===== src/rtl/rate_tick_pkg.sv =====
package rate_tick_pkg;
  localparam int RATE_W = 4;
  localparam int DATA_W = 8;
  localparam int SEL_W  = 2;
  localparam int CNT_W  = (1 << RATE_W) - 2;

  localparam logic [SEL_W-1:0] SEL_RATE = 2'd0;
  localparam logic [SEL_W-1:0] SEL_ENAB = 2'd1;
  localparam logic [SEL_W-1:0] SEL_STAT = 2'd2;
  localparam logic [SEL_W-1:0] SEL_EXT  = 2'd3;

  typedef struct packed {
    logic              restart;
    logic [RATE_W-1:0] rate;
    logic              sqwEn;
    logic              fastOut;
  } divCtl_t;

  function automatic logic [RATE_W-1:0] effRate(input logic [RATE_W-1:0] code);
    case (code)
      4'd1:    return 4'd8;
      4'd2:    return 4'd9;
      default: return code;
    endcase
  endfunction
endpackage


===== src/rtl/rate_tick_div.sv =====
module rate_tick_div
  import rate_tick_pkg::*;
(
  input  logic    clk,
  input  logic    rst_n,
  input  logic    tickEn,
  input  divCtl_t ctl,
  output logic    periodTick,
  output logic    sqwOut
);
  logic [CNT_W-1:0] cnt;
  logic [CNT_W-1:0] periodLast;
  logic [RATE_W-1:0] halfIdx;
  logic rateOn;
  logic wrapNow;

  assign rateOn     = (ctl.rate != '0);
  assign periodLast = rateOn ? CNT_W'((32'd1 << (ctl.rate - 4'd1)) - 32'd1) : '0;
  assign halfIdx    = (ctl.rate >= 4'd2) ? (ctl.rate - 4'd2) : '0;
  assign wrapNow    = tickEn && rateOn && (cnt == periodLast);
  assign periodTick = wrapNow && !ctl.fastOut;

  always_ff @(posedge clk or negedge rst_n) begin
    if (!rst_n)                    cnt <= '0;
    else if (ctl.restart || !rateOn) cnt <= '0;
    else if (wrapNow)              cnt <= '0;
    else if (tickEn)               cnt <= cnt + 1'b1;
  end

  always_comb begin
    if (ctl.fastOut)                   sqwOut = tickEn;
    else if (ctl.sqwEn && rateOn)      sqwOut = cnt[halfIdx];
    else                               sqwOut = 1'b0;
  end

  p_restart_zero_r11: assert property (@(posedge clk) disable iff (!rst_n)
    ctl.restart |=> (cnt == '0));
  p_fast_noev_r7: assert property (@(posedge clk) disable iff (!rst_n)
    ctl.fastOut |-> !periodTick);
  p_cnt_bound_r3: assert property (@(posedge clk) disable iff (!rst_n)
    cnt <= periodLast || ctl.restart || $changed(ctl.rate));
  p_cnt_hold_r5: assert property (@(posedge clk) disable iff (!rst_n)
    (ctl.rate == '0) |=> (cnt == '0));
endmodule


===== src/rtl/rate_tick_ctrl.sv =====
module rate_tick_ctrl
  import rate_tick_pkg::*;
(
  input  logic              clk,
  input  logic              rst_n,
  input  logic              wrEn,
  input  logic              rdEn,
  input  logic [SEL_W-1:0]  regSel,
  input  logic [DATA_W-1:0] wrData,
  input  logic              periodTick,
  output logic [DATA_W-1:0] rdData,
  output logic              irqOut,
  output divCtl_t           ctl
);
  logic [RATE_W-1:0] rateQ;
  logic pieQ, sqweQ, fastQ, pfQ;
  logic wrRate, wrEnab, wrExt, rdStat;
  logic unusedWr;

  assign unusedWr = ^{wrData[7], wrData[5:4]};
  assign wrRate = wrEn && (regSel == SEL_RATE);
  assign wrEnab = wrEn && (regSel == SEL_ENAB);
  assign wrExt  = wrEn && (regSel == SEL_EXT);
  assign rdStat = rdEn && (regSel == SEL_STAT);

  always_ff @(posedge clk or negedge rst_n) begin
    if (!rst_n) begin
      rateQ <= '0;
      pieQ  <= 1'b0;
      sqweQ <= 1'b0;
      fastQ <= 1'b0;
    end else begin
      if (wrRate) rateQ <= wrData[RATE_W-1:0];
      if (wrEnab) begin
        pieQ  <= wrData[6];
        sqweQ <= wrData[3];
      end
      if (wrExt) fastQ <= wrData[6];
    end
  end

  always_ff @(posedge clk or negedge rst_n) begin
    if (!rst_n)          pfQ <= 1'b0;
    else if (periodTick) pfQ <= 1'b1;
    else if (rdStat)     pfQ <= 1'b0;
  end

  assign irqOut = pfQ && pieQ;

  assign ctl.restart = wrRate && (wrData[RATE_W-1:0] != rateQ);
  assign ctl.rate    = effRate(rateQ);
  assign ctl.sqwEn   = sqweQ;
  assign ctl.fastOut = fastQ;

  always_comb begin
    rdData = '0;
    case (regSel)
      SEL_RATE: rdData[RATE_W-1:0] = rateQ;
      SEL_ENAB: begin rdData[6] = pieQ; rdData[3] = sqweQ; end
      SEL_STAT: begin rdData[7] = irqOut; rdData[6] = pfQ; end
      default:  rdData[6] = fastQ;
    endcase
  end

  p_rdclr_r9: assert property (@(posedge clk) disable iff (!rst_n)
    (rdStat && !periodTick) |=> !pfQ);
  p_set_wins_r9: assert property (@(posedge clk) disable iff (!rst_n)
    periodTick |=> pfQ);
  p_flag_src_r3: assert property (@(posedge clk) disable iff (!rst_n)
    (!pfQ && !periodTick) |=> !pfQ);
endmodule


===== src/rtl/rate_tick_gen.sv =====
module rate_tick_gen
  import rate_tick_pkg::*;
(
  input  logic              clk,
  input  logic              rst_n,
  input  logic              tickEn,
  input  logic              wrEn,
  input  logic              rdEn,
  input  logic [SEL_W-1:0]  regSel,
  input  logic [DATA_W-1:0] wrData,
  output logic [DATA_W-1:0] rdData,
  output logic              sqwOut,
  output logic              irqOut
);
  divCtl_t ctl;
  logic periodTick;

  rate_tick_ctrl u_ctrl (
    .clk(clk), .rst_n(rst_n), .wrEn(wrEn), .rdEn(rdEn), .regSel(regSel),
    .wrData(wrData), .periodTick(periodTick), .rdData(rdData),
    .irqOut(irqOut), .ctl(ctl)
  );

  rate_tick_div u_div (
    .clk(clk), .rst_n(rst_n), .tickEn(tickEn), .ctl(ctl),
    .periodTick(periodTick), .sqwOut(sqwOut)
  );
endmodule


===== config.mk =====
export PLATFORM = sky130hd
export DESIGN_NAME = rate_tick_gen
export DESIGN_NICKNAME = d
export VERILOG_FILES = /design/src/rtl/rate_tick_pkg.sv /design/src/rtl/rate_tick_div.sv /design/src/rtl/rate_tick_ctrl.sv /design/src/rtl/rate_tick_gen.sv
export SDC_FILE = /design/constraint.sdc
export NUM_CORES = 1
export LEC_CHECK = 0
export BUFFER_PORTS_ARGS = -buffer_cell sky130_fd_sc_hd__buf_2
export CORE_UTILIZATION = 55
export DETAILED_ROUTE_END_ITERATION = 16
export PLACE_DENSITY = 0.77
export SYNTH_ARGS = -nofsm -noshare
export SYNTH_HDL_FRONTEND = slang
export SYNTH_SLANG_ARGS = --single-unit

===== constraint.sdc =====
create_clock -name clk -period 7.5 [get_ports clk]
set_input_delay 1.125 -clock clk [delete_from_list [all_inputs] [get_ports clk]]
set_output_delay 1.125 -clock clk [all_outputs]
set_load 0.02 [all_outputs]

After elaboration in Yosys (flattened, before gate mapping)

Cells that the tools add are included.

Add/subtract/negate cells: 4
Order comparisons: 2
Equality and inequality tests: 7
Shifts and indexed selects: 1
Mux-type cells: 16
Reduce and logical (&&, ||, !) cells: 17

Operators with widths:

| operator                                                    | number |
|---|---|
| 2-to-1 mux 14 bit                                           | 4 |
| adder 14 x 1 -> 14 bit (second input constant)              | 1 |
| equality test 14 bit                                        | 1 |
| << shifter 1 x 4 -> 14 bit (first input constant)           | 1 |
| subtractor 14 x 1 -> 14 bit (second input constant)         | 1 |
| logical AND 1 bit                                           | 10 |
| one-hot mux 4 bit (2 select lines)                          | 1 |
| 2-to-1 mux 1 bit                                            | 6 |
| less-than comparator 4 x 5 -> 1 bit (second input constant) | 1 |
| binary-select mux 1 bit (select 4 bit)                      | 1 |
| equality test 2 bit (second input constant)                 | 2 |
| equality test 4 x 1 -> 1 bit (second input constant)        | 1 |
| equality test 4 x 2 -> 1 bit (second input constant)        | 1 |
| >= comparator 4 x 2 -> 1 bit (second input constant)        | 1 |
| 2-to-1 mux 4 bit                                            | 1 |
| inequality test 4 bit                                       | 1 |
| nonzero test 4 bit                                          | 1 |
| subtractor 4 x 1 -> 4 bit (second input constant)           | 1 |
| subtractor 4 x 2 -> 4 bit (second input constant)           | 1 |
| 2-to-1 mux 3 bit                                            | 1 |
| one-hot mux 1 bit (3 select lines)                          | 1 |
| nonzero test 3 bit                                          | 1 |
| equality test 2 x 1 -> 1 bit (second input constant)        | 1 |
| logical NOT 1 bit                                           | 2 |
| 4 further kinds                                             | 4 |

Register bits: 22
Bits of input ports: 15
Output and inout port bits: 10
Word-level logic and storage cells: 53

Longest topological paths before layout

Gate-level depths: netlist of run 1.

Depth after elaboration: 10
Gate-level depth with buffers: 19
Depth with buffers taken out: 14

Hierarchy

A second synthesis of run 1 with hierarchy kept.

Cell total of the unflattened synthesis: 274
Area, all modules: 2339.7 sq um

By module, submodules not included:

| module         | times used | cells an instance | area each (sq um) | sequential area each (sq um) |
|---|---|---|---|---|
| rate_tick_div  | 1          | 225               | 1790.5            | 350.3 |
| rate_tick_ctrl | 1          | 49                | 549.3             | 200.2 |

Worst setup path before layout of run 1

OpenSTA, ideal clock, no wires.

Path type: reg2out
From: reg u_ctrl.rateQ[0]
To: out sqwOut
Arrival time: 3.464 ns
Required time: 6.375 ns
Setup slack: 2.911 ns
Cell stages (with the launch flop): 14
Buffers on the path: 5
Cells stage by stage: dfrtp_1 clkbuf_1 clkbuf_1 clkbuf_1 clkbuf_1 o21ai_0 ha_1 clkbuf_1 nor3_1 a31oi_1 o221ai_1 nor3_1 a31o_1 o31ai_1

Longest elaborated chain between the ends: 8
Elaborated cells between the ends (all ways): 12
Those cells by class: 1 x add/sub; 1 x order compare; 2 x eq/ne; 6 x mux; 2 x reduce/logical

RTL lines:

| what                                                                         | RTL line             | RTL |
|---|---|---|
| start: declaration                                                           | rate_tick_ctrl.sv:15 | `logic [RATE_W-1:0] rateQ;` |
| start signal: assignment                                                     | rate_tick_ctrl.sv:33 | `if (wrRate) rateQ <= wrData[RATE_W-1:0];` |
| equality test 4 x 2 -> 1 bit or equality test 4 x 1 -> 1 bit (tied branches) | rate_tick_pkg.sv:20  | `case (code)` |
| one-hot mux 4 bit (2 select lines) *                                         | rate_tick_pkg.sv:20  |  |
| subtractor 4 x 2 -> 4 bit or >= comparator 4 x 2 -> 1 bit (tied branches)    | rate_tick_div.sv:19  | `assign halfIdx = (ctl.rate >= 4'd2) ? (ctl.rate - 4'd2) : '0;` |
| 2-to-1 mux 4 bit                                                             | rate_tick_div.sv:19  |  |
| binary-select mux 1 bit (select 4 bit)                                       | rate_tick_div.sv:32  | `else if (ctl.sqwEn && rateOn) sqwOut = cnt[halfIdx];` |
| 2-to-1 mux 1 bit (not written as such)                                       | rate_tick_div.sv:32  |  |
| 2-to-1 mux 1 bit *                                                           | rate_tick_div.sv:32  |  |
| 2-to-1 mux 1 bit *                                                           | rate_tick_div.sv:31  | `if (ctl.fastOut) sqwOut = tickEn;` |
| end: declaration                                                             | rate_tick_gen.sv:12  | `output logic sqwOut,` |

Mark *: on every way between the ends. The rest lies on a longest branch, timed or not. The select of a mux whose other input is x is not followed.

Worst setup path after layout of run 1

From: reg u_ctrl.rateQ[3]
To: reg u_div.cnt[10]

Longest elaborated chain between the ends: 10
Elaborated cells between the ends (all ways): 18
Those cells by class: 2 x add/sub; 4 x eq/ne; 1 x shift; 4 x mux; 7 x reduce/logical

RTL lines:

| what                                                                         | RTL line            | RTL |
|---|---|---|
| equality test 4 x 2 -> 1 bit or equality test 4 x 1 -> 1 bit (tied branches) | rate_tick_pkg.sv:20 |  |
| one-hot mux 4 bit (2 select lines)                                           | rate_tick_pkg.sv:20 |  |
| subtractor 4 x 1 -> 4 bit                                                    | rate_tick_div.sv:18 | `assign periodLast = rateOn ? CNT_W'((32'd1 << (ctl.rate - 4'd1)) - 32'd1) : '0;` |
| << shifter 1 x 4 -> 14 bit                                                   | rate_tick_div.sv:18 |  |
| subtractor 14 x 1 -> 14 bit                                                  | rate_tick_div.sv:18 |  |
| 2-to-1 mux 14 bit                                                            | rate_tick_div.sv:18 |  |
| equality test 14 bit                                                         | rate_tick_div.sv:20 | `assign wrapNow = tickEn && rateOn && (cnt == periodLast);` |
| logical AND 1 bit                                                            | rate_tick_div.sv:20 |  |
| 2-to-1 mux 14 bit                                                            | rate_tick_div.sv:26 | `else if (wrapNow) cnt <= '0;` |
| 2-to-1 mux 14 bit                                                            | rate_tick_div.sv:25 | `else if (ctl.restart \|\| !rateOn) cnt <= '0;` |
| end signal: assignment                                                       | rate_tick_div.sv:27 | `else if (tickEn) cnt <= cnt + 1'b1;` |
| end: declaration                                                             | rate_tick_div.sv:11 | `logic [CNT_W-1:0] cnt;` |

Several ways; a longest one is shown, not always the timed one.
A chain may end at the register's enable or synchronous reset.

==> metrics.json, run 1 <==
{
  "run_status": "finished clean",
  "grt_overflow": 0,
  "syn-instance-count": 343,
  "antenna-diode-count": 0,
  "synth_common_cells": "35 x sky130_fd_sc_hd__nand2_1, 31 x sky130_fd_sc_hd__clkbuf_1, 22 x sky130_fd_sc_hd__dfrtp_1",
  "maximum_clock_rate_ghz": 0.188,
  "layout_min_cycle_time_ns": 5.32,
  "cts_hold_buffers": 0,
  "slew_headroom_pct": 37.8,
  "hold-path-endpoint": "u_ctrl.pfQ$_DFFE_PN0P_",
  "initial_core_util_pct": 58.8,
  "synth-main-ff-cell": "sky130_fd_sc_hd__dfrtp_1",
  "largest_net_degree_at_the_start_of_global_routing": 44,
  "postRouteAntennaNets": 0,
  "synth.largest_area_cell": "sky130_fd_sc_hd__dfrtp_1",
  "rr_worst_depth": 11,
  "synth_area_leaders": "sky130_fd_sc_hd__dfrtp_1 21%, sky130_fd_sc_hd__nand2_1 5.0%, sky130_fd_sc_hd__nor4b_1 4.7%",
  "path_category_of_the_worst_min_delay_check": "reg2reg",
  "total_half_perimeter_wirelength_after_legalization_and_detailed_placement_um": 4490,
  "first_pass_grt_wire_length_um": 11300,
  "max_cap_violations": 0,
  "ctsResizeCount": 0,
  "cts_buffers": 3,
  "async_flop_share_pct": 100,
  "grt.total_usage_pct": 28.0,
  "antenna_found_initial": 0,
  "layout-area-overhead-vs-synth_pct": 2.47,
  "critical_path_cell_sequence": "or2_2 -> o21ai_0 -> ha_1 -> nor2b_1 -> or4_4 -> nor4_4 -> nor4b_1 -> o32a_1 -> o2111ai_2 -> nor2_1 -> o211ai_1",
  "finalHoldViolCount": 0,
  "global_placement_routability_congestion": 0.880,
  "routedWlPerCell_um": 17.3,
  "max-vdd-ir-drop_mv": 0.154,
  "cts_root_buf": "sky130_fd_sc_hd__clkbuf_8",
  "setup_tns_ns": 0,
  "clock_latency_late_sink_ns": 0.27,
  "io_buffers": 19,
  "worst_path_largest_cell_delay_ns": 0.83,
  "setup_repair_after_global_routing_missed_its_margin": "no",
  "fillers": 419,
  "power-per-cell-area_mw_per_mm2": 239,
  "rrSetupSlack_ns": 2.18,
  "cts_buffer_depth": 2,
  "netlist-cell-type-count": 69,
  "cts_tree": "done",
  "worstPathRequired_ns": 7.64,
  "holdCritStartpoint": "u_ctrl.pfQ$_DFFE_PN0P_",
  "drc_violations_left": 0,
  "postSynthRegisterBits": 22,
  "final_min_period_over_clock_period_pct": 71.0,
  "fin_nets": 348,
  "cell_area_after_technology_mapping_mm2": 0.00263,
  "placementRows": 24,
  "post_synth.cell_area_avg_um2": 7.67,
  "synth_most_common_cell": "sky130_fd_sc_hd__nand2_1",
  "drt_iter0_drc": 187,
  "clkSlewWorstSetupHoldPaths_ns": 0.09,
  "finalSetupViolations": 0,
  "io_pins": 25,
  "path_max_fanout": 27,
  "cts.repair_timing.setup_buffer_count": 0,
  "worstSetupStartpointType": "register",
  "finClkSkew_ns": 0.00349,
  "p_leak_nw": 1.10,
  "first_global_vias": 2351,
  "via_count": 2556,
  "worstReg2RegEnd": "u_div.cnt[10]$_DFFE_PN0P_",
  "tightest_pin_transition_ns": 0.934,
  "detailedRoute.firstPassIterationCount": 5,
  "crit_slowest_cell": "sky130_fd_sc_hd__nor4_4",
  "core_region_area_mm2": 0.00447,
  "synth_edf_count": 0,
  "number_of_levels_in_the_clock_h_tree": 1,
  "finalWirelength_um": 6560,
  "crit_arrival_ns": 5.46,
  "synth_sequential_area_ratio_pct": 20.9,
  "drive_gt1_share_pct": 14.0,
  "post-route-util_pct": 60.2,
  "regToRegStartpoint": "u_ctrl.rateQ[3]$_DFFE_PN0P_",
  "yosysTopAreaCellShare_pct": 20.9,
  "cts.sink_count": 22,
  "drt-vias-per-instance": 6.73,
  "endpoint_type_of_the_worst_setup_path": "register",
  "die_height_um": 71.2,
  "yosys_warnings": 0,
  "timing_max_transition_violations_final": 0,
  "design.die.area_mm2": 0.00506,
  "setup.worst_path.class": "reg2reg",
  "holdPathStages": 2,
  "floorplan.die.width_um": 71.2
}
-- layout by cell type, fill, tap and decap left out, types with 3 or more instances in the layout --
cell,instances
sky130_fd_sc_hd__and2_1,6
sky130_fd_sc_hd__a31oi_1,3
sky130_fd_sc_hd__nor4_1,5
sky130_fd_sc_hd__xor2_1,10
sky130_fd_sc_hd__o21ai_0,20
sky130_fd_sc_hd__mux2i_1,8
sky130_fd_sc_hd__and3_1,9
sky130_fd_sc_hd__ha_1,4
sky130_fd_sc_hd__nand3_1,12
sky130_fd_sc_hd__inv_1,5
sky130_fd_sc_hd__nor2b_1,10
sky130_fd_sc_hd__xnor2_1,3
sky130_fd_sc_hd__nor3_1,7
sky130_fd_sc_hd__or3_1,3
sky130_fd_sc_hd__clkbuf_8,3
sky130_fd_sc_hd__nand3b_1,15
sky130_fd_sc_hd__o31a_1,3
sky130_fd_sc_hd__o31ai_1,3
sky130_fd_sc_hd__mux2_2,8
sky130_fd_sc_hd__o211ai_1,5
sky130_fd_sc_hd__nand2_1,35
sky130_fd_sc_hd__nor2_1,18
sky130_fd_sc_hd__buf_2,19
sky130_fd_sc_hd__dfrtp_1,22
sky130_fd_sc_hd__o221ai_2,4
sky130_fd_sc_hd__o221ai_1,3
sky130_fd_sc_hd__nor4b_1,14
sky130_fd_sc_hd__nand2b_1,5
sky130_fd_sc_hd__o22ai_1,5
sky130_fd_sc_hd__a21oi_1,12
-- critical path: cells and delay by family (launching register included) --
kind	cells	cell delay [ns]
adder cells (fa/ha/maj)	1	0.46
AND/OR/NAND/NOR	6	2.90
AO/OA/AOI/OAI	4	1.11
flip-flops	1	0.69
-- report_power, final --
part	internal [mW]	leakage, nW	switching (mW)
combinational	0.136	0.779	0.199
clock	0.0715	0.0357	0.0447
sequential	0.139	0.285	0.0529
total	0.347	1.10	0.297
-- through the flow --
| stage | cell area, um2 | power [mW] | hold WS [ns] | setup slack (ns) | instances |
|---|---|---|---|---|---|
| CTS | 2700 | 0.640 | 0.514 | 2.29 | 380 |
| finish | 2700 | 0.643 | 0.510 | 2.18 | 380 |
| global placement | 2620 | 0.513 | 0.479 | 2.38 | 376 |
| global route | 2700 | 0.691 | 0.575 | 1.92 | 380 |
| floorplan | 2630 | 0.469 | 0.456 | 2.91 | 344 |
| detailed placement | 2620 | 0.523 | 0.491 | 2.30 | 376 |
-- metal layers --
metal	up-vias	part of all wire (%)	global-route usage, %
met5	-	0	0
met4	0	2.1	12.0
met3	12	5.2	3.28
met2	92	46	43.3
met1	1221	47	39.6
li1	1231	-	-
-- final cells by class --
| class | count | area, um2 | share of cell area (%) |
|---|---|---|---|
| clock inverters | 1 | 30.0 | 1.11 |
| clock buffers | 3 | 41.3 | 1.53 |
| repair buffers | 21 | 110 | 4.09 |
| well taps | 52 | 65.1 | 2.41 |
| flip-flops and latches | 22 | 551 | 20.4 |
| multi-input cells | 275 | 1880 | 69.6 |
| inverters | 6 | 22.5 | 0.836 |
-- flip-flops by register name (all words and copies together) (netlist names) --
register / count
u_div.cnt: 14
u_ctrl.sqweQ: 1
u_ctrl.rateQ: 4
u_ctrl.fastQ: 1
u_ctrl.pieQ: 1
u_ctrl.pfQ: 1
-- worst max-delay path by stage --
stage                                      from                        end  slack, ns
floorplan           u_ctrl.rateQ[0]$_DFFE_PN0P_                     sqwOut       2.91
global placement    u_ctrl.rateQ[3]$_DFFE_PN0P_  u_div.cnt[12]$_DFFE_PN0P_       2.38
detailed placement  u_ctrl.rateQ[3]$_DFFE_PN0P_  u_div.cnt[10]$_DFFE_PN0P_       2.30
CTS                 u_ctrl.rateQ[3]$_DFFE_PN0P_  u_div.cnt[10]$_DFFE_PN0P_       2.29
global route        u_ctrl.rateQ[3]$_DFFE_PN0P_  u_div.cnt[10]$_DFFE_PN0P_       1.92
finish              u_ctrl.rateQ[3]$_DFFE_PN0P_  u_div.cnt[10]$_DFFE_PN0P_       2.18
-- cells by family after synthesis --
logic type / after synthesis / share of synthesized area, %
muxes: 16 / 6.47
adders and majority gates: 4 / 1.90
buffers and inverters: 47 / 7.90
xor gates and xnor gates: 13 / 4.33
and+or+nand+nor: 155 / 34.7
AOI/OAI and AO/OA: 85 / 23.6
DFF: 22 / 20.9
other: 1 / 0.143
(Power assumes the default switching activity.)
==> run 2: changes to the inputs <==
Settings changed: ABC_AREA from default to 1.
Clock period 7.5 ns to 5.4 ns, I/O delays scaled along.
==> run 2 against run 1 <==
First-iteration DRC count shrank 6.4%. Sequential share of layout area shrank 0.066 points. Combinational power grew 53%. Non-clock buffer count shrank 2. Hold slack lost 0.013 ns.
==> metrics.json, run 2 <==
{
  "placement.cell_area": {"value": 0.00263, "unit": "mm2", "change": "+0.33%"},
  "worstSetupStartpointType": "register",
  "syn-instance-count": {"value": 390, "change": "+14%"},
  "initial_core_util": {"value": 57.8, "unit": "%", "change": "-0.99 points"},
  "drive_gt1_share": {"value": 20.2, "unit": "%", "change": "+6.2 points"},
  "timing_max_transition_violations_final": {"value": 0, "change": "unchanged"},
  "p_int": {"value": 0.455, "unit": "mW", "change": "+31%"},
  "cell_area_after_technology_mapping": {"value": 0.00253, "unit": "mm2", "change": "-3.7%"},
  "finalWirelength": {"value": 6230, "unit": "um", "change": "-5.1%"},
  "io_pins": {"value": 25, "change": "unchanged"},
  "number_of_levels_in_the_clock_h_tree": {"value": 1, "change": "unchanged"},
  "mostFrequentLayoutCell": "sky130_fd_sc_hd__nand2_1",
  "postRouteAntennaNets": {"value": 0, "change": "unchanged"},
  "floorplan.die.width": {"value": 69.9, "unit": "um", "change": "-1.8%"},
  "run_status": "finished clean",
  "synth_most_common_cell": "sky130_fd_sc_hd__nand2_1",
  "placementRows": {"value": 24, "change": "unchanged"},
  "postLayoutCellArea": {"value": 0.00270, "unit": "mm2", "change": "+0.33%"},
  "detailedRoute.firstPassIterationCount": {"value": 5, "change": "unchanged"},
  "fin_nets": {"value": 425, "change": "+22%"},
  "die_height": {"value": 69.9, "unit": "um", "change": "-1.8%"},
  "design.die.area": {"value": 0.00488, "unit": "mm2", "change": "-3.6%"},
  "synth_sequential_area_ratio": {"value": 21.7, "unit": "%", "change": "+0.80 points"},
  "routedWlPerCell": {"value": 13.6, "unit": "um", "change": "-21%"},
  "detailedPlace.worstSlack": {"value": 1.02, "unit": "ns", "change": "-1.28 ns"},
  "drc_violations_left": {"value": 0, "change": "unchanged"},
  "post_synth.cell_area_avg": {"value": 6.50, "unit": "um2", "change": "-15%"},
  "cts_hold_buffers": {"value": 0, "change": "unchanged"},
  "finClkSkew": {"value": 0.00730, "unit": "ns", "change": "+0.00380 ns"},
  "regMostFlops": "u_div.cnt",
  "first_global_vias": {"value": 2424, "change": "+3.1%"},
  "final_min_period_over_clock_period": {"value": 82.5, "unit": "%", "change": "+11 points"},
  "synth_common_cells": "97 x sky130_fd_sc_hd__nand2_1, 44 x sky130_fd_sc_hd__nor2_1, 43 x sky130_fd_sc_hd__nand3_1",
  "cts_buffer_depth": {"value": 2, "change": "unchanged"},
  "yosys_warnings": {"value": 0, "change": "unchanged"},
  "crit_arrival": {"value": 4.61, "unit": "ns", "change": "-0.85 ns"},
  "drt-vias-per-instance": {"value": 5.66, "change": "-16%"},
  "finalSetupViolations": {"value": 0, "change": "unchanged"},
  "synth_edf_count": {"value": 0, "change": "unchanged"},
  "max-vdd-ir-drop": {"value": 0.181, "unit": "mV", "change": "+18%"},
  "rrSetupSlack": {"value": 0.95, "unit": "ns", "change": "-1.23 ns"},
  "seqPwrFrac": {"value": 24.2, "unit": "%", "change": "-5.7 points"},
  "worstPathRequired": {"value": 5.56, "unit": "ns", "change": "-2.08 ns"},
  "dpl.cell_count": {"value": 453, "change": "+20%"},
  "met2_wirelength": {"value": 2780, "unit": "um", "change": "-7.5%"},
  "setup_ws": {"value": 0.947, "unit": "ns", "change": "-1.23 ns"},
  "antenna-diode-count": {"value": 0, "change": "unchanged"},
  "rr_worst_depth": {"value": 23, "change": "+12"},
  "largest_register_ffs": {"value": 14, "change": "unchanged"},
  "switching_share": {"value": 48.5, "unit": "%", "change": "+2.4 points"},
  "cts_buffers": {"value": 3, "change": "unchanged"},
  "via_count": {"value": 2588, "change": "+1.3%"},
  "synth_area_leaders": "sky130_fd_sc_hd__dfrtp_1 22%, sky130_fd_sc_hd__nand2_1 14%, sky130_fd_sc_hd__nand3_1 8.5%",
  "first_pass_grt_wire_length": {"value": 10700, "unit": "um", "change": "-5.1%"},
  "post-route-util": {"value": 61.7, "unit": "%", "change": "+1.4 points"},
  "endpoint_type_of_the_worst_setup_path": "register",
  "registers_with_the_most_flip_flops": "u_div.cnt x14, u_ctrl.rateQ x4",
  "drt_iter0_drc": {"value": 175, "change": "-6.4%"},
  "yosysTopAreaCellShare": {"value": 21.7, "unit": "%", "change": "+0.80 points"},
  "finalHoldViolCount": {"value": 0, "change": "unchanged"},
  "clkPwrFrac": {"value": 17.8, "unit": "%", "change": "-0.3 points"},
  "netlist-cell-type-count": {"value": 40, "change": "-42%"},
  "instances_no_fill": {"value": 457, "change": "+20%"},
  "synth-main-ff-cell": "sky130_fd_sc_hd__dfrtp_1",
  "cts_root_buf": "sky130_fd_sc_hd__clkbuf_8",
  "p_leak": {"value": 1.36, "unit": "nW", "change": "+23%"},
  "postSynthRegisterBits": {"value": 22, "change": "unchanged"},
  "async_flop_share": {"value": 100, "unit": "%", "change": "unchanged"},
  "tightest_pin_transition": {"value": 1.12, "unit": "ns", "change": "+0.188 ns"},
  "setup.worst_path.class": "reg2reg",
  "synth.largest_area_cell": "sky130_fd_sc_hd__dfrtp_1",
  "core_region_area": {"value": 0.00438, "unit": "mm2", "change": "-2.0%"},
  "power-per-cell-area": {"value": 326, "unit": "mW/mm2", "change": "+37%"},
  "path_max_fanout": {"value": 14, "change": "-48%"},
  "global_placement_routability_congestion": {"value": 0.938, "change": "+6.6%"},
  "layout.cells.most_common_list": "97 x sky130_fd_sc_hd__nand2_1, 44 x sky130_fd_sc_hd__nor2_1, 43 x sky130_fd_sc_hd__nand3_1",
  "routedLengthMet1": {"value": 3000, "unit": "um", "change": "-2.8%"},
  "met3_length": {"value": 311, "unit": "um", "change": "-8.8%"},
  "highest_layer": "met4",
  "grt_overflow": {"value": 0, "change": "unchanged"},
  "maximum_clock_rate": {"value": 0.225, "unit": "GHz", "change": "+20%"},
  "slew_headroom": {"value": 24.3, "unit": "%", "change": "-13 points"},
  "io_buffers": {"value": 19, "change": "unchanged"},
  "ctsResizeCount": {"value": 0, "change": "unchanged"},
  "worstReg2RegEnd": "u_div.cnt[3]$_DFFE_PN0P_",
  "cts_tree": "done",
  "path_category_of_the_worst_min_delay_check": "in2async",
  "regToRegStartpoint": "u_ctrl.rateQ[2]$_DFFE_PN0P_",
  "setup_repair_after_global_routing_missed_its_margin": "no",
  "cts.repair_timing.setup_buffer_count": {"value": 0, "change": "unchanged"},
  "clock_latency_late_sink": {"value": 0.27, "unit": "ns", "change": "about the same"},
  "setup_tns": {"value": 0, "unit": "ns", "change": "unchanged"},
  "largest_net_degree_at_the_start_of_global_routing": {"value": 25, "change": "-43%"},
  "cts.sink_count": {"value": 22, "change": "unchanged"},
  "layout_min_cycle_time": {"value": 4.45, "unit": "ns", "change": "-0.871 ns"},
  "clkSlewWorstSetupHoldPaths": {"value": 0.09, "unit": "ns", "change": "about the same"},
  "switching_power": {"value": 0.428, "unit": "mW", "change": "+44%"},
  "pwr-share-comb": {"value": 58.1, "unit": "%", "change": "+6.0 points"},
  "max_cap_violations": {"value": 0, "change": "unchanged"},
  "grt.total_usage": {"value": 27.0, "unit": "%", "change": "-1.1 points"},
  "total_half_perimeter_wirelength_after_legalization_and_detailed_placement": {"value": 4850, "unit": "um", "change": "+8.0%"},
  "layout-area-overhead-vs-synth_pct": 6.72,
  "antenna_found_initial": {"value": 0, "change": "unchanged"}
}
## run 2: cell count changes after synthesis, moves of 9 or more
cell and delta:
sky130_fd_sc_hd__and3_1 -9, sky130_fd_sc_hd__clkbuf_1 -28, sky130_fd_sc_hd__inv_1 +35, sky130_fd_sc_hd__nand2_1 +62
sky130_fd_sc_hd__nand2_2 +15, sky130_fd_sc_hd__nand2_4 +15, sky130_fd_sc_hd__nand3_1 +31, sky130_fd_sc_hd__nand3b_1 -13
sky130_fd_sc_hd__nand4_1 +11, sky130_fd_sc_hd__nor2_1 +26, sky130_fd_sc_hd__nor2b_1 -10, sky130_fd_sc_hd__nor4b_1 -14
## run 2: stage by stage
| step | power [mW] | hold WS (ns) |
|---|---|---|
| CTS | 0.880 | 0.518 |
| finish | 0.882 | 0.497 |
| detailed placement | 0.720 | 0.499 |
| global route | 0.961 | 0.532 |
| floorplan | 0.633 | 0.470 |
| global placement | 0.710 | 0.495 |
## run 2: cell type report
type / count / area, um2
fillers: 437 / 1680
clock inverters: 1 / 30.0
multi-input cells: 312 / 1740
inverters: 48 / 180
repair buffers: 19 / 95.1
well taps: 52 / 65.1
flip-flops and latches: 22 / 551
clock buffers: 3 / 41.3
## run 2: how the worst max path moves through the flow
stage | from | to
after floorplan | u_ctrl.rateQ[3]$_DFFE_PN0P_ | u_div.cnt[6]$_DFFE_PN0P_
after global placement | u_ctrl.rateQ[2]$_DFFE_PN0P_ | u_div.cnt[3]$_DFFE_PN0P_
after detailed placement | u_ctrl.rateQ[2]$_DFFE_PN0P_ | u_div.cnt[3]$_DFFE_PN0P_
after CTS | u_ctrl.rateQ[2]$_DFFE_PN0P_ | u_div.cnt[3]$_DFFE_PN0P_
after global routing | u_ctrl.rateQ[2]$_DFFE_PN0P_ | u_div.cnt[2]$_DFFE_PN0P_
final | u_ctrl.rateQ[2]$_DFFE_PN0P_ | u_div.cnt[3]$_DFFE_PN0P_
## run 2: power by group through the flow
stage	logic, mW	clock network (mW)	registers [mW]
after CTS	0.507	0.161	0.213
final	0.512	0.157	0.213
after detailed placement	0.503	0	0.216
after global routing	0.578	0.165	0.218
after floorplan	0.427	0	0.206
after global placement	0.493	0	0.216
## run 2: worst max-delay path, stage by stage, from the launching register on
cell and delay (ns):
sky130_fd_sc_hd__dfrtp_1 0.69, sky130_fd_sc_hd__nor2_4 0.11, sky130_fd_sc_hd__a21oi_2 0.37, sky130_fd_sc_hd__inv_1 0.17, sky130_fd_sc_hd__ha_1 0.32, sky130_fd_sc_hd__nand2_2 0.14
sky130_fd_sc_hd__nand2_4 0.06, sky130_fd_sc_hd__nand2_4 0.16, sky130_fd_sc_hd__nand2_1 0.18, sky130_fd_sc_hd__ha_1 0.32, sky130_fd_sc_hd__inv_1 0.05, sky130_fd_sc_hd__a21oi_1 0.11
sky130_fd_sc_hd__o21ai_0 0.11, sky130_fd_sc_hd__nor2_1 0.10, sky130_fd_sc_hd__o21ai_0 0.08, sky130_fd_sc_hd__nor2_1 0.09, sky130_fd_sc_hd__nand2_1 0.05, sky130_fd_sc_hd__nand3b_1 0.14
sky130_fd_sc_hd__nor2_1 0.16, sky130_fd_sc_hd__nand3_1 0.11, sky130_fd_sc_hd__nor2_2 0.17, sky130_fd_sc_hd__nand4_4 0.40, sky130_fd_sc_hd__nand2_1 0.17, sky130_fd_sc_hd__nand2_1 0.06
## run 2: cells by family after synthesis
| logic type | synth area share (%) |
|---|---|
| AND/OR/NAND/NOR | 51.3 |
| buffers and inverters | 9.68 |
| AO/OA/AOI/OAI | 13.5 |
| flip-flops | 21.7 |
| XOR/XNOR | 1.73 |
| adder cells (fa/ha/maj) | 1.98 |
| other | 0.148 |
## run 2: metal layers
| metal | vias up | global-route usage (%) |
|---|---|---|
| met5 | - | 0 |
| met4 | 0 | 9.33 |
| met3 | 15 | 2.60 |
| met2 | 83 | 44.9 |
| met1 | 1179 | 36.6 |
| li1 | 1311 | - |
==> run 3: changes to the inputs <==
Settings changed: CORE_UTILIZATION 55 to 54, PLACE_DENSITY 0.77 to 0.79.
Clock period 5.4 ns to 3.7 ns, I/O delays scaled along.
==> run 3 against run 2 <==
Clock power up 46%. Die area is 1.8% higher. Routed wire length rose by 2.3%. Cell count up 2.8%. Critical path depth rose by 2. Critical path type unchanged. Largest cell class unchanged. Largest power group unchanged.
==> metrics.json, run 3 (synthesis results as in run 2) <==
{
  "drt-vias-per-instance": {"value": 5.61, "change": "-0.92%"},
  "power-per-cell-area": {"value": 473, "unit": "mW/mm2", "change": "+45%"},
  "worstPathRequired": {"value": 3.87, "unit": "ns", "change": "-1.69 ns"},
  "design.die.area": {"value": 0.00497, "unit": "mm2", "change": "+1.8%"},
  "worstSetupStartpointType": "register",
  "drt_iter0_drc": {"value": 200, "change": "+14%"},
  "largest_net_degree_at_the_start_of_global_routing": {"value": 25, "change": "unchanged"},
  "cts.sink_count": {"value": 22, "change": "unchanged"},
  "layout.cells.most_common_list": "96 x sky130_fd_sc_hd__nand2_1, 43 x sky130_fd_sc_hd__nand3_1, 43 x sky130_fd_sc_hd__nor2_1",
  "via_count": {"value": 2637, "change": "+1.9%"},
  "regToRegStartpoint": "u_ctrl.rateQ[3]$_DFFE_PN0P_",
  "crit_arrival": {"value": 3.49, "unit": "ns", "change": "-1.12 ns"},
  "layout_min_cycle_time": {"value": 3.32, "unit": "ns", "change": "-1.13 ns"},
  "grt.total_usage": {"value": 27.5, "unit": "%", "change": "+0.52 points"},
  "io_pins": {"value": 25, "change": "unchanged"},
  "finalWirelength": {"value": 6370, "unit": "um", "change": "+2.3%"},
  "cts_root_buf": "sky130_fd_sc_hd__clkbuf_8",
  "critPathLaunch": "u_ctrl.rateQ[3]$_DFFE_PN0P_",
  "setup_tns": {"value": 0, "unit": "ns", "change": "unchanged"},
  "largest_register_ffs": {"value": 14, "change": "unchanged"},
  "detailedRoute.firstPassIterationCount": {"value": 5, "change": "unchanged"},
  "clkSlewWorstSetupHoldPaths": {"value": 0.09, "unit": "ns", "change": "about the same"},
  "global_placement_routability_congestion": {"value": 0.997, "change": "+6.3%"},
  "hold_ws": {"value": 0.239, "unit": "ns", "change": "-0.258 ns"},
  "clock_latency_late_sink": {"value": 0.27, "unit": "ns", "change": "about the same"},
  "p_leak": {"value": 1.42, "unit": "nW", "change": "+4.6%"},
  "max_cap_violations": {"value": 0, "change": "unchanged"},
  "initial_core_util": {"value": 57.0, "unit": "%", "change": "-0.78 points"},
  "regMostFlops": "u_div.cnt",
  "cts_hold_buffers": {"value": 0, "change": "unchanged"},
  "registers_with_the_most_flip_flops": "u_div.cnt x14, u_ctrl.rateQ x4",
  "path_max_fanout": {"value": 14, "change": "unchanged"},
  "drc_violations_left": {"value": 0, "change": "unchanged"},
  "multi_input_comb_area": {"value": 0.00175, "unit": "mm2", "change": "+0.29%"},
  "cts_buffer_depth": {"value": 2, "change": "unchanged"},
  "die_height": {"value": 70.5, "unit": "um", "change": "+0.90%"},
  "placementRows": {"value": 24, "change": "unchanged"},
  "fin_nets": {"value": 438, "change": "+3.1%"},
  "cts_tree": "done",
  "first_pass_grt_wire_length": {"value": 10900, "unit": "um", "change": "+1.9%"},
  "crit_slowest_cell": "sky130_fd_sc_hd__dfrtp_2",
  "setup_repair_after_global_routing_missed_its_margin": "no",
  "rrSetupSlack": {"value": 0.38, "unit": "ns", "change": "-0.57 ns"},
  "drive_gt1_share": {"value": 23.9, "unit": "%", "change": "+3.7 points"},
  "core_region_area": {"value": 0.00444, "unit": "mm2", "change": "+1.4%"},
  "first_global_vias": {"value": 2352, "change": "-3.0%"},
  "finClkSkew": {"value": 0.00447, "unit": "ns", "change": "-0.00283 ns"},
  "run_status": "finished clean",
  "grt_overflow": {"value": 0, "change": "unchanged"},
  "total_half_perimeter_wirelength_after_legalization_and_detailed_placement": {"value": 5040, "unit": "um", "change": "+3.8%"},
  "setup.worst_path.class": "reg2reg",
  "floorplan.die.width": {"value": 70.5, "unit": "um", "change": "+0.90%"},
  "finalSetupViolations": {"value": 0, "change": "unchanged"},
  "mostFrequentLayoutCell": "sky130_fd_sc_hd__nand2_1",
  "finalHoldViolCount": {"value": 0, "change": "unchanged"},
  "antenna_found_initial": {"value": 0, "change": "unchanged"},
  "cts_buffers": {"value": 3, "change": "unchanged"},
  "routedWlPerCell": {"value": 13.6, "unit": "um", "change": "-0.52%"},
  "fillers": {"value": 396, "change": "-9.4%"},
  "io_buffers": {"value": 19, "change": "unchanged"},
  "number_of_levels_in_the_clock_h_tree": {"value": 1, "change": "unchanged"},
  "worst_path_largest_cell_delay": {"value": 0.44, "unit": "ns", "change": "-0.25 ns"},
  "antenna-diode-count": {"value": 0, "change": "unchanged"},
  "crit_buf_inv": {"value": 3, "change": "+1"},
  "postRouteAntennaNets": {"value": 0, "change": "unchanged"},
  "area_taken_by_flip_flops_and_latches": {"value": 554, "unit": "um2", "change": "+0.68%"},
  "layout-area-overhead-vs-synth_pct": 11.4,
  "dpl.cell_count": {"value": 459, "change": "+1.3%"},
  "max-vdd-ir-drop": {"value": 0.260, "unit": "mV", "change": "+44%"},
  "tightest_pin_transition": {"value": 0.694, "unit": "ns", "change": "-0.428 ns"},
  "worst_path_most_repeated_cell": "sky130_fd_sc_hd__nand2_1",
  "timing_max_transition_violations_final": {"value": 0, "change": "unchanged"},
  "maximum_clock_rate": {"value": 0.301, "unit": "GHz", "change": "+34%"},
  "final_min_period_over_clock_period": {"value": 89.8, "unit": "%", "change": "+7.4 points"},
  "slew_headroom": {"value": 53.7, "unit": "%", "change": "+29 points"},
  "endpoint_type_of_the_worst_setup_path": "register",
  "instances_no_fill": {"value": 470, "change": "+2.8%"},
  "timing.critical_path.max_delay_family": "simple AND/OR/NAND/NOR gates",
  "path_category_of_the_worst_min_delay_check": "in2async",
  "design_power_total": {"value": 1.34, "unit": "mW", "change": "+51%"},
  "post-route-util": {"value": 63.5, "unit": "%", "change": "+1.8 points"}
}
## run 3: per-layer routing
| layer | routed length [um] | vias up | GRT usage, % |
|---|---|---|---|
| met2 | 2860 | 93 | 42.6 |
| met5 | 0 | - | 0 |
| met3 | 421 | 11 | 3.46 |
| li1 | - | 1340 | - |
| met1 | 2980 | 1193 | 39.8 |
| met4 | 107 | 0 | 8.62 |
## run 3: area by class of cell
cell class / count / area share, %
Multi-Input combinational cell: 312 / 61.9
Timing Repair Buffer: 32 / 7.09
Tap cell: 52 / 2.30
Inverter: 48 / 6.56
Clock buffer: 3 / 1.46
Clock inverter: 1 / 1.06
Sequential cell: 22 / 19.6
## run 3: path summary, 6_finish.rpt
path | end | cells after the start
max reg2reg | u_div.cnt[3]$_DFFE_PN0P_ | 25
min in group clk | u_ctrl.pieQ$_DFFE_PN0P_ | 2
max | u_div.cnt[3]$_DFFE_PN0P_ | 25
min reg2reg | u_ctrl.pieQ$_DFFE_PN0P_ | 2
max in group asynchronous | u_ctrl.rateQ[1]$_DFFE_PN0P_ | 1
min | u_ctrl.pieQ$_DFFE_PN0P_ | 1
## run 3: worst register-to-register path: stages (launching register included)
cell	delay [ns]
sky130_fd_sc_hd__dfrtp_2	0.44
sky130_fd_sc_hd__nor2_4	0.14
sky130_fd_sc_hd__a21oi_2	0.07
sky130_fd_sc_hd__inv_1	0.11
sky130_fd_sc_hd__ha_1	0.19
sky130_fd_sc_hd__nand3_2	0.12
sky130_fd_sc_hd__nand2_2	0.12
sky130_fd_sc_hd__nand2_4	0.06
sky130_fd_sc_hd__nand2_4	0.08
sky130_fd_sc_hd__nand2_2	0.09
sky130_fd_sc_hd__ha_1	0.30
sky130_fd_sc_hd__inv_1	0.04
sky130_fd_sc_hd__a21oi_1	0.10
sky130_fd_sc_hd__o21ai_0	0.09
sky130_fd_sc_hd__nor2_1	0.08
sky130_fd_sc_hd__o21ai_0	0.08
sky130_fd_sc_hd__nor2_1	0.09
sky130_fd_sc_hd__nand2_1	0.05
sky130_fd_sc_hd__nand3b_1	0.16
sky130_fd_sc_hd__nor2_2	0.12
sky130_fd_sc_hd__nand3_1	0.11
sky130_fd_sc_hd__nor2_2	0.16
sky130_fd_sc_hd__nand4_4	0.11
sky130_fd_sc_hd__buf_8	0.19
sky130_fd_sc_hd__nand2_1	0.08
sky130_fd_sc_hd__nand2_1	0.04
## run 3: what timing repair did
action                                  in CTS  in global routing
setup buffers                                0                  7
endpoints found under the setup margin       0                 15
resized for setup                            0                  9
## run 3: stage by stage
| stage | setup WS, ns | instance area (um2) |
|---|---|---|
| 2_1_floorplan | 0.339 | 2540 |
| 3_3_place_gp | 0.212 | 2680 |
| 3_5_place_dp | 0.135 | 2680 |
| 4_1_cts | 0.112 | 2750 |
| 5_1_grt | 0.0367 | 2820 |
| 6_report | 0.377 | 2820 |
## run 3: report_power, final
part	switching, mW	internal [mW]
logic	0.520	0.281
registers	0.0355	0.269
clock network	0.0856	0.145
